## src/rtl/cfg3w_writer.sv

```systemverilog
`timescale 1ns/1ps
module cfg3w_writer #(
  parameter int WORD_W   = 24,
  parameter int HALF_CYC = 10
) (
  input  logic              clk,
  input  logic              rst_n,
  input  logic              start,
  input  logic [WORD_W-1:0] word,
  input  logic              data_mode,
  output logic              busy,
  output logic              ser_clk,
  output logic              ser_data,
  output logic              ser_le
);
  localparam int CNT_W = $clog2(2*HALF_CYC+1);
  localparam int BIT_W = $clog2(WORD_W);

  typedef enum logic [1:0] {S_IDLE, S_SHIFT, S_GAP} st_t;

  st_t               st;
  logic [CNT_W-1:0]  cnt;
  logic [BIT_W-1:0]  nbit;
  logic [WORD_W-1:0] sreg;
  logic              sclk, le_q;

  wire last_half = (cnt == CNT_W'(HALF_CYC-1));

  always_ff @(posedge clk or negedge rst_n) begin
    if (!rst_n) begin
      st   <= S_IDLE;
      cnt  <= '0;
      nbit <= '0;
      sreg <= '0;
      sclk <= 1'b0;
      le_q <= 1'b0;
    end else begin
      case (st)
        S_IDLE: if (start && !data_mode) begin
          st   <= S_SHIFT;
          sreg <= word;
          le_q <= 1'b1;
          cnt  <= '0;
          nbit <= '0;
          sclk <= 1'b0;
        end
        S_SHIFT: if (last_half) begin
          cnt  <= '0;
          sclk <= !sclk;
          if (sclk) begin
            if (nbit == BIT_W'(WORD_W-1)) begin
              le_q <= 1'b0;
              st   <= S_GAP;
            end else begin
              nbit <= nbit + 1'b1;
              sreg <= {sreg[WORD_W-2:0], 1'b0};
            end
          end
        end else begin
          cnt <= cnt + 1'b1;
        end
        S_GAP: if (cnt == CNT_W'(2*HALF_CYC-1)) begin
          st  <= S_IDLE;
          cnt <= '0;
        end else begin
          cnt <= cnt + 1'b1;
        end
        default: st <= S_IDLE;
      endcase
    end
  end

  assign busy     = (st != S_IDLE);
  assign ser_clk  = sclk;
  assign ser_data = (st == S_SHIFT) & sreg[WORD_W-1];
  assign ser_le   = le_q | data_mode;

  assert_start_opens_R2: assert property (@(posedge clk) disable iff (!rst_n)
    (start && !busy && !data_mode) |=> (busy && ser_le && !ser_clk));

  assert_stable_high_R4: assert property (@(posedge clk) disable iff (!rst_n)
    (ser_clk && $past(ser_clk)) |-> $stable(ser_data));

  assert_commit_clk_low_R5: assert property (@(posedge clk) disable iff (!rst_n)
    $fell(ser_le) |-> !ser_clk);

  assert_busy_ignore_R7: assert property (@(posedge clk) disable iff (!rst_n)
    (start && st == S_SHIFT) |=> busy);

  assert_le_forced_R8: assert property (@(posedge clk) disable iff (!rst_n)
    data_mode |-> ser_le);

  assert_mode_blocks_R8: assert property (@(posedge clk) disable iff (!rst_n)
    (data_mode && !busy) |=> !busy);

  assert_idle_quiet_R9: assert property (@(posedge clk) disable iff (!rst_n)
    !busy |-> (!ser_clk && !ser_data));
endmodule

```

## config.mk

```make
export PLATFORM = sky130hd
export DESIGN_NAME = cfg3w_writer
export DESIGN_NICKNAME = d
export VERILOG_FILES = /design/src/rtl/cfg3w_writer.sv
export SDC_FILE = /design/constraint.sdc
export NUM_CORES = 1
export LEC_CHECK = 0
export BUFFER_PORTS_ARGS = -buffer_cell sky130_fd_sc_hd__buf_2
export CORE_AREA = 8 8 79 81
export DETAILED_ROUTE_END_ITERATION = 6
export DIE_AREA = 0 0 87 89
export PLACE_DENSITY = 0.67
export SLEW_MARGIN = 25
export SYNTH_ARGS = -nofsm -noshare
export SYNTH_HDL_FRONTEND = slang
export SYNTH_SLANG_ARGS = --single-unit
```

## constraint.sdc

```tcl
create_clock -name clk -period 2.36 [get_ports clk]
set_input_delay 0.354 -clock clk [delete_from_list [all_inputs] [get_ports clk]]
set_output_delay 0.354 -clock clk [all_outputs]
set_load 0.03 [all_outputs]
```

# Yosys cells after proc, flatten, opt, wreduce, memory -nomap -nowiden
# Cells that the tools add are included.
[word_totals]
ff_bits = 38
in_bits = 28
out_inout_bits = 4
wordCells = 60
[op_classes]
add_sub_neg = 2
eq_ne = 11
n_mux = 27
bitwise = 2
n_reduce_logical = 12
[op_table]
columns = ["cell", "n"]
rows = [
  ["2-to-1 mux 24 bit", 4],
  ["case mux 24 bit (2 select lines)", 1],
  ["2-to-1 mux 5 bit", 6],
  ["case mux 5 bit (3 select lines)", 1],
  ["AND reduction 5 bit", 3],
  ["!= test 2 bit (second input constant)", 6],
  ["adder 5 x 1 -> 5 bit (second input constant)", 2],
  ["equality test 5 bit (second input constant)", 2],
  ["2-to-1 mux 2 bit", 5],
  ["case mux 5 bit (2 select lines)", 1],
  ["2-to-1 mux 1 bit", 6],
  ["case mux 2 bit (3 select lines)", 1],
  ["equality test 5 x 4 -> 1 bit (second input constant)", 1],
  ["case mux 1 bit (2 select lines)", 2],
  ["nonzero test 2 bit", 2],
  ["AND reduction 3 bit", 1],
  ["nonzero test 3 bit", 1],
  ["equality test 2 x 1 -> 1 bit (second input constant)", 1],
  ["equality test 2 bit (second input constant)", 1],
  ["logical NOT 1 bit", 2],
  ["logical NOT 2 bit", 1],
  ["AND reduction 2 bit", 1],
  ["AND 1 bit", 1],
  ["logical AND 1 bit", 1],
  ["OR 1 bit", 1],
]

# Logic depth before layout (Yosys ltp)
[depth]
ltp_word = 5
mapped_depth = 8
mapped_depth_nobuf = 6

# Worst setup path before layout
# OpenSTA, ideal clock, no wires.
[synth_timing]
path_kind = "register to register"
from = "reg st[0]"
to = "reg sreg[10]"
t_arrival_ns = 1.961
slack_ns = 0.274
stages_incl_launch_ff = 9
path_buffers = 2
synth_period_minus_slack_ns = 2.086
cell_sequence = "dfrtp_1 -> inv_1 -> ha_1 -> clkbuf_2 -> inv_1 -> nor2_1 -> o21ai_4 -> buf_6 -> mux2_4"
[synth_via]
elab_chain_cells = 3
elab_cells_between_ends = 9
cone_classes = "eq/ne (5); mux (1); reduce/logical (3)"
[synth_lines]
columns = ["element", "line", "rtl"]
rows = [
  ["start, declared", "21", "st_t st;"],
  ["start signal, assigned", "31", "st <= S_IDLE;"],
  ["start signal, assigned", "40", "st <= S_SHIFT;"],
  ["start signal, assigned", "53", "st <= S_GAP;"],
  ["equality test 2 x 1 -> 1 bit or logical NOT 2 bit (tied branches)", "38", "case (st)"],
  ["!= test 2 bit (no line) or nonzero test 2 bit (tied branches)", "-", ""],
  ["AND reduction 5 bit (no line)", "-", ""],
  ["end signal, assigned", "41", "sreg <= word;"],
  ["end signal, assigned", "56", "sreg <= {sreg[WORD_W-2:0], 1'b0};"],
  ["end, declared", "24", "logic [WORD_W-1:0] sreg;"],
]
# Several ways; a longest one is shown, not always the timed one.
# A chain may end at the register's enable or synchronous reset.

# Worst setup path after layout
[layout_timing]
from = "reg st[1]"
to = "reg sreg[1]"
# The elaborated chain is that of the path after synthesis.

==> impl_metrics.toml <==
[synth]
avgSynthCellArea_um2 = 12.6
synth_cells = 171
synth.top_cell.area_share_pct = 44.2
ys_seq_area_share_pct = 44.2
ys_types = 42
async_reset_ff_share_pct = 100
synth_top_area_cell = "dfrtp_1"
synth_fp_nets = 206
synthTopCellsByArea = "dfrtp_1, mux2_2, mux2_4"
synth_edf_count = 0
ys.flop_type = "dfrtp_1"
syn_area_um2 = 2150
ys_ff_latch = 38
synth_warnings = 0

[power]
internal-power_w = 0.00202
finalPower_w = 0.00307
p_clk_share_pct = 13.5
p_leak_nw = 1.17
ir_drop_uv = 605
pwr_density_cell_nw_per_um2 = 1240
comb_power_share_pct = 50.5
swShare_pct = 34.2
seqPwrFrac_pct = 36.0
p_switching_w = 0.00105

[die]
die_y_um = 89
initial_core_util_pct = 43.2
die_x_um = 87
rows = 26
dieArea_um2 = 7740
top_level_ports = 32
core_area_um2 = 4980

[placement]
hpwl_um = 2740
gp_congestion = 0.787
io_buffers = 31
dpl_cell_area_um2 = 2400

[critical_path]
crit_arrival_ps = 2190
path_max_fanout = 28
crit_path_start = "st[1]$_DFFE_PN0P_"
critPathLaunchType = "register"
r2r-end = "sreg[1]$_DFFE_PN0P_"
worst-setup-path-type = "register to register"
rr_startpoint = "st[1]$_DFFE_PN0P_"
cp-end-kind = "register"
ff2ff_setup_slack_ps = 340
crit_required_ps = 2540
r2r_cells = 7

[layout]
fin_nets = 242
drive_gt1_share_pct = 48.3
syn_to_final_growth_pct = 15.3
final_area_um2 = 2480
diodes = 0

[run_status]
status = "complete, no violations"

[cts]
cts.sinks = 38
cts.path.max_buffers = 2
h-tree-depth = 2
clk_pin_slew_ps = 70
holdBufCountCts = 0
cts_made_buffers = 5
ctsResizeCount = 0
clockRootBuffer = "clkbuf_8"
cts_setup_buffers = 0
clk_latency_ps = 290
cts_tree = "built"

[global_route]
met2_usage_pct = 16.6
track_usage_pct = 11.3
overflow = 0
grt_most_used_layer = "met2"
first_global_vias = 1437
grt_max_degree = 39
globalRouteMet1Util_pct = 14.5
use_met3_pct = 4.41
grt_antenna_before_repair = 0
grt_pass1_wl_um = 6870

[routing]
drt_pass1_iterations = 4
drt_iter0_drc = 37
drc_errors = 0
wl_per_cell_um = 13.8
drt-total-wl_um = 3820
vias = 1385
drtAntennaViolNets = 0
drt-vias-per-instance = 5.00

[sta]
setup_violations = 0
rsz0062_at_grt = "no"
min_period_over_period_pct = 85.5
worst_pin_slew_ps = 826
hold_viol_final = 0
skew_ps = 6.10
holdWs_ps = 161
slew_viol_final = 0
tns_ps = 0
fmax_ghz = 0.495
min_period_ps = 2020
maxSlewHeadroom_pct = 44.9

[run]
cap_violations = 0

[hold_path]
hold_class = "primary input to async pin"
[synth_stat cells, types with 2 or more instances]
| cell | n |
|---|---|
| and2_1 | 2 |
| a21o_1 | 2 |
| clkbuf_1 | 2 |
| o21ai_0 | 4 |
| nand2_1 | 14 |
| nand3_1 | 7 |
| nand4_1 | 2 |
| mux2_4 | 16 |
| or2_2 | 2 |
| a31oi_1 | 2 |
| inv_1 | 5 |
| o211ai_1 | 2 |
| dfrtp_1 | 38 |
| buf_6 | 2 |
| mux2i_1 | 2 |
| ha_1 | 7 |
| a21bo_2 | 2 |
| a22o_1 | 2 |
| nor2_1 | 3 |
| mux2_2 | 33 |
[layout make-up]
class | instances | area, um^2
clock buffers | 5 | 68.8
fillers | 462 | 2500
flip-flops and latches | 38 | 951
inverters | 6 | 22.5
well taps | 70 | 87.6
repair buffers | 36 | 205
multi-input cells | 120 | 1130
clock inverters | 2 | 10.0
[cell families (layout without fill, tap and decap cells)]
logic type	after synthesis	in the layout	synth area share, %
DFF	38	38	44.2
muxes	51	51	29.4
and+or+nand+nor	40	40	10.3
buffers and inverters	13	49	3.08
xor gates and xnor gates	1	1	0.408
adders and majority gates	7	7	4.07
AOI/OAI and AO/OA	21	21	8.50
[power by group through the flow]
stage / clock network (W) / registers, W / logic [W]
detailed placement: 0 / 0.00111 / 0.00157
global placement: 0 / 0.00111 / 0.00155
global route: 0.000460 / 0.00115 / 0.00171
floorplan: 0 / 0.00107 / 0.00128
finish: 0.000416 / 0.00111 / 0.00155
CTS: 0.000436 / 0.00110 / 0.00157
[worst max path at each step]
stage / to / cells after the start
after detailed placement: sreg[2]$_DFFE_PN0P_ / 7
after floorplan: sreg[10]$_DFFE_PN0P_ / 8
after global placement: sreg[2]$_DFFE_PN0P_ / 7
final: sreg[1]$_DFFE_PN0P_ / 7
after CTS: ser_data / 5
after global routing: cnt[4]$_DFFE_PN0P_ / 5
[stage by stage]
stage	instances	setup slack, ps	util [%]
floorplan	171	274	-
CTS	277	330	49.8
global route	277	210	49.8
detailed placement	270	339	48.2
global placement	270	362	48.2
finish	277	341	49.8
[worst max-delay path, stage by stage, from the launching register on]
cell and delay, ps:
dfrtp_1 400, inv_1 110, ha_1 270, buf_4 240, nor2_1 100, o21ai_4 170, buf_12 220, mux2_2 360
[sequential cells by signal, summed over array words and instances, names as in the netlist]
register / count
nbit: 5
ser_clk: 1
cnt: 5
st: 2
sreg: 24
le_q: 1
[cells in the final DEF (no fill, tap or decap), drive strengths merged, types with 2 or more instances in the layout]
cell type / n
a21o: 2
buf: 36
a22o: 2
and2: 2
mux2: 49
o211ai: 2
a21bo: 2
dfrtp: 38
ha: 7
nand3: 7
or2: 2
nand2: 14
clkinv: 3
clkbuf: 5
o21ai: 5
nand4: 2
inv: 5
mux2i: 2
nor2: 3
a31oi: 2
[routing by layer]
layer	share of wire (%)	wire, um
met5	0	0
met4	1.5	59
met3	6.1	233
met2	40	1540
met1	52	1980
No activity file was read; power rests on OpenSTA's default activity.
